<file path="config.mk">
export PLATFORM = sky130hd
export DESIGN_NAME = eeprom_rowlatch_ctrl
export DESIGN_NICKNAME = d
export VERILOG_FILES = /design/src/rtl/eeprom_rl_pkg.sv /design/src/rtl/eeprom_rl_latch_bank.sv /design/src/rtl/eeprom_rl_prog_timer.sv /design/src/rtl/eeprom_rl_cell_array.sv /design/src/rtl/eeprom_rowlatch_ctrl.sv
export SDC_FILE = /design/constraint.sdc
export NUM_CORES = 2
export LEC_CHECK = 0
export ABC_AREA = 1
export BUFFER_PORTS_ARGS = -buffer_cell sky130_fd_sc_hd__buf_2
export CAP_MARGIN = 5
export CORE_MARGIN = 3
export CORE_UTILIZATION = 25
export DETAILED_ROUTE_END_ITERATION = 8
export HOLD_SLACK_MARGIN = 0.03
export PLACE_DENSITY_LB_ADDON = 0.05
export SETUP_SLACK_MARGIN = 0.2
export SLEW_MARGIN = 10
export SYNTH_ARGS = -nofsm -noshare
export SYNTH_HDL_FRONTEND = slang
export SYNTH_SLANG_ARGS = --single-unit
</file>
<file path="constraint.sdc">
create_clock -name clk -period 2.2 [get_ports clk]
set_input_delay 0.11 -clock clk [delete_from_list [all_inputs] [get_ports clk]]
set_output_delay 0.11 -clock clk [all_outputs]
set_load 0.01 [all_outputs]
</file>
<file path="src/rtl/eeprom_rl_pkg.sv">
package eeprom_rl_pkg;
   localparam int unsigned CTL_W   = 2;
   localparam int unsigned CTL_LAT = 0;   // latch-enable bit position
   localparam int unsigned CTL_PGM = 1;   // program bit position
endpackage

</file>
<file path="src/rtl/eeprom_rl_latch_bank.sv">
// One write latch and valid flag per column; repeat writes merge by AND.
module eeprom_rl_latch_bank #(
   parameter int unsigned COLS   = 32,
   parameter int unsigned DATA_W = 8,
   localparam int unsigned COL_W = $clog2(COLS)
) (
   input  logic                   clk,
   input  logic                   rst_n,
   input  logic                   wr_en,
   input  logic [COL_W-1:0]       wr_col,
   input  logic [DATA_W-1:0]      wr_data,
   input  logic                   clr,
   output logic [COLS*DATA_W-1:0] lat_data,
   output logic [COLS-1:0]        lat_valid
);
   for (genvar c = 0; c < COLS; c++) begin : g_col
      logic              hit;
      logic [DATA_W-1:0] d_q;
      logic              v_q;

      assign hit = wr_en && (wr_col == COL_W'(c));

      always_ff @(posedge clk or negedge rst_n) begin
         if (!rst_n) begin
            d_q <= '0;
            v_q <= 1'b0;
         end else if (clr) begin
            d_q <= '0;
            v_q <= 1'b0;
         end else if (hit) begin
            d_q <= v_q ? (d_q & wr_data) : wr_data;
            v_q <= 1'b1;
         end
      end

      assign lat_data[c*DATA_W +: DATA_W] = d_q;
      assign lat_valid[c]                 = v_q;
   end
endmodule

</file>
<file path="src/rtl/eeprom_rl_prog_timer.sv">
// Counts the programming cycle; done pulses on its last clock.
module eeprom_rl_prog_timer #(
   parameter int unsigned PROG_CYC = 16
) (
   input  logic clk,
   input  logic rst_n,
   input  logic run,
   output logic done
);
   if (PROG_CYC == 1) begin : g_single
      assign done = run;
   end else begin : g_count
      localparam int unsigned CNT_W = $clog2(PROG_CYC);
      logic [CNT_W-1:0] cnt_q;

      assign done = run && (cnt_q == CNT_W'(PROG_CYC - 1));

      always_ff @(posedge clk or negedge rst_n) begin
         if (!rst_n)    cnt_q <= '0;
         else if (!run) cnt_q <= '0;
         else if (done) cnt_q <= '0;
         else           cnt_q <= cnt_q + 1'b1;
      end
   end
endmodule

</file>
<file path="src/rtl/eeprom_rl_cell_array.sv">
// Behavioural cell array: erased at reset, one-row commit of valid columns.
module eeprom_rl_cell_array #(
   parameter int unsigned ROWS       = 4,
   parameter int unsigned COLS       = 32,
   parameter int unsigned DATA_W     = 8,
   parameter logic [7:0]  ERASED_VAL = 8'hFF,
   localparam int unsigned DEPTH     = ROWS * COLS,
   localparam int unsigned ROW_W     = $clog2(ROWS),
   localparam int unsigned ADDR_W    = $clog2(DEPTH)
) (
   input  logic                   clk,
   input  logic                   rst_n,
   input  logic                   commit,
   input  logic [ROW_W-1:0]       row,
   input  logic [COLS*DATA_W-1:0] lat_data,
   input  logic [COLS-1:0]        lat_valid,
   input  logic [ADDR_W-1:0]      rd_addr,
   output logic [DATA_W-1:0]      rd_data
);
   logic [DATA_W-1:0] cells [DEPTH];

   always_ff @(posedge clk or negedge rst_n) begin
      if (!rst_n) begin
         for (int i = 0; i < int'(DEPTH); i++) cells[i] <= DATA_W'(ERASED_VAL);
      end else if (commit) begin
         for (int c = 0; c < int'(COLS); c++) begin
            if (lat_valid[c])
               cells[int'(row) * int'(COLS) + c] <= lat_data[c*DATA_W +: DATA_W];
         end
      end
   end

   assign rd_data = cells[rd_addr];
endmodule

</file>
<file path="src/rtl/eeprom_rowlatch_ctrl.sv">
module eeprom_rowlatch_ctrl
   import eeprom_rl_pkg::*;
#(
   parameter int unsigned ROWS       = 4,
   parameter int unsigned COLS       = 32,
   parameter int unsigned DATA_W     = 8,
   parameter int unsigned PROG_CYC   = 16,
   parameter logic [7:0]  ERASED_VAL = 8'hFF,
   parameter logic [7:0]  BUSY_READ  = 8'hFF,
   localparam int unsigned DEPTH     = ROWS * COLS,
   localparam int unsigned COL_W     = $clog2(COLS),
   localparam int unsigned ROW_W     = $clog2(ROWS),
   localparam int unsigned ADDR_W    = $clog2(DEPTH)
) (
   input  logic              clk,
   input  logic              rst_n,
   input  logic              ctl_wr,
   input  logic [CTL_W-1:0]  ctl_wdata,
   output logic [CTL_W-1:0]  ctl_rdata,
   output logic              busy,
   input  logic              mem_wr,
   input  logic [ADDR_W-1:0] mem_addr,
   input  logic [DATA_W-1:0] mem_wdata,
   output logic [DATA_W-1:0] mem_rdata
);
   // elaboration-time parameter checks
   if (COLS < 2 || (COLS & (COLS - 1)) != 0) begin : g_bad_cols
      $error("COLS must be a power of two, at least 2");
   end
   if (ROWS < 2 || (ROWS & (ROWS - 1)) != 0) begin : g_bad_rows
      $error("ROWS must be a power of two, at least 2");
   end
   if (PROG_CYC < 1) begin : g_bad_cyc
      $error("PROG_CYC must be at least 1");
   end
   if (DATA_W < 1 || DATA_W > 8) begin : g_bad_dw
      $error("DATA_W must be 1 to 8");
   end

   logic               lat_q, pgm_q;
   logic [ROW_W-1:0]   row_q;
   logic               ctl_take, lat_fall, lat_wr, done, clr;
   logic [COLS*DATA_W-1:0] lat_data;
   logic [COLS-1:0]        lat_valid;
   logic [DATA_W-1:0]      cell_rd;

   assign ctl_take = ctl_wr && !pgm_q;
   assign lat_fall = ctl_take && lat_q && !ctl_wdata[CTL_LAT];
   assign lat_wr   = mem_wr && lat_q && !pgm_q;
   assign clr      = done || lat_fall;

   always_ff @(posedge clk or negedge rst_n) begin
      if (!rst_n) begin
         lat_q <= 1'b0;
         pgm_q <= 1'b0;
      end else if (done) begin
         lat_q <= 1'b0;
         pgm_q <= 1'b0;
      end else if (ctl_take) begin
         lat_q <= ctl_wdata[CTL_LAT];
         pgm_q <= ctl_wdata[CTL_PGM] && ctl_wdata[CTL_LAT] && lat_q;
      end
   end

   always_ff @(posedge clk or negedge rst_n) begin
      if (!rst_n)      row_q <= '0;
      else if (lat_wr) row_q <= mem_addr[ADDR_W-1:COL_W];
   end

   eeprom_rl_latch_bank #(.COLS(COLS), .DATA_W(DATA_W)) u_latches (
      .clk       (clk),
      .rst_n     (rst_n),
      .wr_en     (lat_wr),
      .wr_col    (mem_addr[COL_W-1:0]),
      .wr_data   (mem_wdata),
      .clr       (clr),
      .lat_data  (lat_data),
      .lat_valid (lat_valid)
   );

   eeprom_rl_prog_timer #(.PROG_CYC(PROG_CYC)) u_timer (
      .clk   (clk),
      .rst_n (rst_n),
      .run   (pgm_q),
      .done  (done)
   );

   eeprom_rl_cell_array #(
      .ROWS(ROWS), .COLS(COLS), .DATA_W(DATA_W), .ERASED_VAL(ERASED_VAL)
   ) u_cells (
      .clk       (clk),
      .rst_n     (rst_n),
      .commit    (done),
      .row       (row_q),
      .lat_data  (lat_data),
      .lat_valid (lat_valid),
      .rd_addr   (mem_addr),
      .rd_data   (cell_rd)
   );

   always_comb begin
      ctl_rdata          = '0;
      ctl_rdata[CTL_LAT] = lat_q;
      ctl_rdata[CTL_PGM] = pgm_q;
   end

   assign busy      = pgm_q;
   assign mem_rdata = pgm_q ? DATA_W'(BUSY_READ) : cell_rd;
endmodule

</file>
==> impl_results.md <==
* Worst Slack Setup Final at -0.604 ns
* Peak VDD IR at about 0.00066 V
* FF-to-FF Start: u_timer.g_count.cnt_q[1]$_DFF_PN0_
* Worst setup path class: flop to output pin
* CP max-delay cell: dfstp_2
* Antenna-violating nets left at 0
* Clk sinks at 1,320
* Cell taking the most area after synthesis: dfstp_2
* Synthesized area at 60,000 um^2
* Global Route Usage Sum at 23.6%
* Total grt overflow at 0
* Share of the synthesized area in the top cell type at roughly 45%
* Worst EP required at ~2.1 ns
* Crit path cell chain: nand2_1 -> nand2_2 -> nand2_2 -> nand2_2 -> nand2_1 -> nand2_2 -> buf_12 -> nor2_1 -> nand2_2 -> nand3_2 -> nand2_2 -> nand2_2 -> nand3_4 -> buf_6 -> buf_6
* Grt met1 use at between 30% and 40%
* Hold slack at 0.110 ns
* Worst Max-Slew Pin Slew at 0.699 ns
* Internal reg-to-reg setup slack at -0.03 ns
* Skew final at about 0.033 ns
* Ys async rst share at 100%
* Syn nets at a little over 7,000
* Violated checks: negative setup slack
* Critical Path AT at 2.69 ns
* Status: finished with violations
* Top cells by count, synth: nand2_1, o21ai_0, dfstp_2
* Clk slew on worst S/H paths at 0.06 ns
* Fin. max-slew vios at 0
* Routed len/inst at about 27 um
* DP Wirelength at roughly 200,000 um
* Reg2reg end: u_latches.g_col[13].d_q[1]$_DFFE_PN0P_
* Mapped Cells at 7,145
* Leakage power total at around 34 nW
* Placed Instance Area at between 60,000 and 70,000 um^2
* Clk buf depth at 3
* Final-layout fill cell count at approximately 25,000
* RSZ-0062 raised after global routing: true
* Rel. slew slack at approximately 53%
* Setup crit end kind: output pin
* Maxcap violations at 0
* Clk root buf: clkbuf_16
* Final setup viols at 16
* Yosys cell types at 30
* DR iter-0 viols at approximately 4,200
* Period minus WS final at roughly 2.8 ns
* Drt first pass iters at 5
* Post-route design area at 81,500 um^2
* Worst setup SP type: flop
* Total CTS buffers at between 150 and 200
* Number of flops mapped to enable cells by yosys at 0
* First-pass GRT wire length at about 410,000 um
* Vias at 52,000
* Met2 GRT Util at between 40 and 50%
* Remaining DRCs at 0
* Layout cells sized above 1 at about 37%
* Largest net degree at the start of global routing at 73
* FMAX at approximately 360 MHz
* FP Rows at between 150 and 200
* CP max FO at 2
* GR Util met3 at under 10%
* Nets at about 7,700
* Initial antenna violation count at 5
* Io pins at 32
* CTS tree: built
* Buffers and inverters on the worst path at 3
* Synth-to-Final Area Change at 35.8%
* Crit-path max cell delay at between 0.5 and 0.6 ns
* HP Class: input pin to async pin
* Flops & latches, synth at around 1,300
* Most used cell, CP: nand2_2
* Synth area leaders: dfstp_2, nand2_1, dfrtp_1
* Synth warnings at 0
* Clock Latency Late Sink at ~0.81 ns
* Setup WS pre-CTS at -0.920 ns
* Die Ht at ~500 um
* Die area at approximately 250,000 um^2
* RePlAce Congestion at roughly 0.86
* DR vias/cell at approximately 4.7
* Global routing's busiest layer: met2
* Final core utilization at roughly a third
* Vias in the first global route at just over 50,000
* Cell Pwr Density at approximately 870 nW/um^2
* Core area at around 240,000 um^2
* Port bufs at 31
* Register area share after synthesis at a little under three fifths
* Reg2reg path depth at 12
* Final period utilization at 127%
* Hold Vio Cnt, Final at 0
* Syn Area/Cell at approximately 8.4 um^2
* H-tree depth at 4
* Count leader, synth: nand2_1
* Initial Utilization at 25.2%
* Detailed Route WL at between 200,000 and 300,000 um
* Primary FF master, synth: dfstp_2
* Die Span X at approximately 500 um
* Top Family by Delay on Critical Path: simple AND/OR/NAND/NOR gates
what timing repair did:
item,CTS,global route
pin swaps,148,150
gates cloned,26,30
setup endpoints to repair,834,1251
gates resized for setup,670,604
endpoints found under the hold margin,899,0
buffers inserted,50,25
hold buffers,17,0
cell families (layout without fill, tap and decap cells):
group / Yosys count / in the layout / share of synthesized area, %
adder cells (fa/ha/maj): 1 / 1 / 0.0208
AND/OR/NAND/NOR: 3724 / 3730 / 25.3
flip-flops: 1320 / 1320 / 57.2
buffers and inverters: 688 / 1392 / 4.68
XOR/XNOR: 1 / 1 / 0.0146
AO/OA/AOI/OAI: 1411 / 1411 / 12.8
other: 0 / 6 / 0
per-layer routing:
layer,share of wire [%],up-vias
met1,45,26200
li1,-,24300
met5,0.0043,-
met4,2.7,2
met3,3.6,343
met2,49,1137
flip-flops by register name (all words and copies together) (netlist names):
name,cells
lat_q,1
u_latches.g_col.v_q,32
u_timer.g_count.cnt_q,4
busy,1
u_cells.cells,1024
u_latches.g_col.d_q,256
row_q,2
through the flow:
stage	setup TNS (ns)	total power, mW	instances
3_3_place_gp	-15.47	39.8	10600
2_1_floorplan	0	32.8	7145
5_1_grt	-8.55	73.8	11000
4_1_cts	-6.42	70.8	11000
6_report	-4.50	70.8	11000
3_5_place_dp	-18.11	39.8	10600
worst max-delay path by stage:
stage	to	cells after the start	startpoint	slack, ns
floorplan	u_latches.g_col[21].d_q[1]$_DFFE_PN0P_	8	busy$_DFFE_PN0P_	0.43
global placement	mem_rdata[1]	19	mem_addr[0]	-0.95
detailed placement	mem_rdata[1]	19	mem_addr[0]	-0.92
CTS	mem_rdata[1]	15	u_cells.cells[377]$_DFFE_PN1P_	-0.67
global route	mem_rdata[1]	13	u_cells.cells[569]$_DFFE_PN1P_	-0.72
finish	mem_rdata[1]	15	u_cells.cells[49]$_DFFE_PN1P_	-0.60
power by group:
part / switching [mW] / internal [mW]
combinational: 10.5 / 4.33
sequential: 0.837 / 26.6
clock: 11.6 / 16.9
total: 23.0 / 47.8
cell type report:
cell class,count,area [um^2],share of cell area (%)
Sequential cell,1320,34300,42.1
Antenna cell,6,15.0,0.0184
Inverter,320,1230,1.51
Tap cell,3167,3960,4.86
Clock buffer,265,5110,6.27
Timing Repair Buffer,760,9700,11.9
Clock inverter,47,513,0.629
Multi-Input combinational cell,5143,26700,32.7
placed cells by master (no fill, tap or decap), drive strengths merged:
cell	count
a21oi	93
a22oi	224
buf	722
bufbuf	3
bufinv	9
clkbuf	283
clkinv	34
clkinvlp	4
dfrtp	296
dfstp	1024
diode	6
dlygate4sd3	17
ha	1
inv	320
nand2	3251
nand3	231
nand4	30
nor2	217
nor3	1
o2111ai	7
o21ai	1061
o22ai	25
o31ai	1
xor2	1
Note: power is estimated with default switching activity, not from simulation.
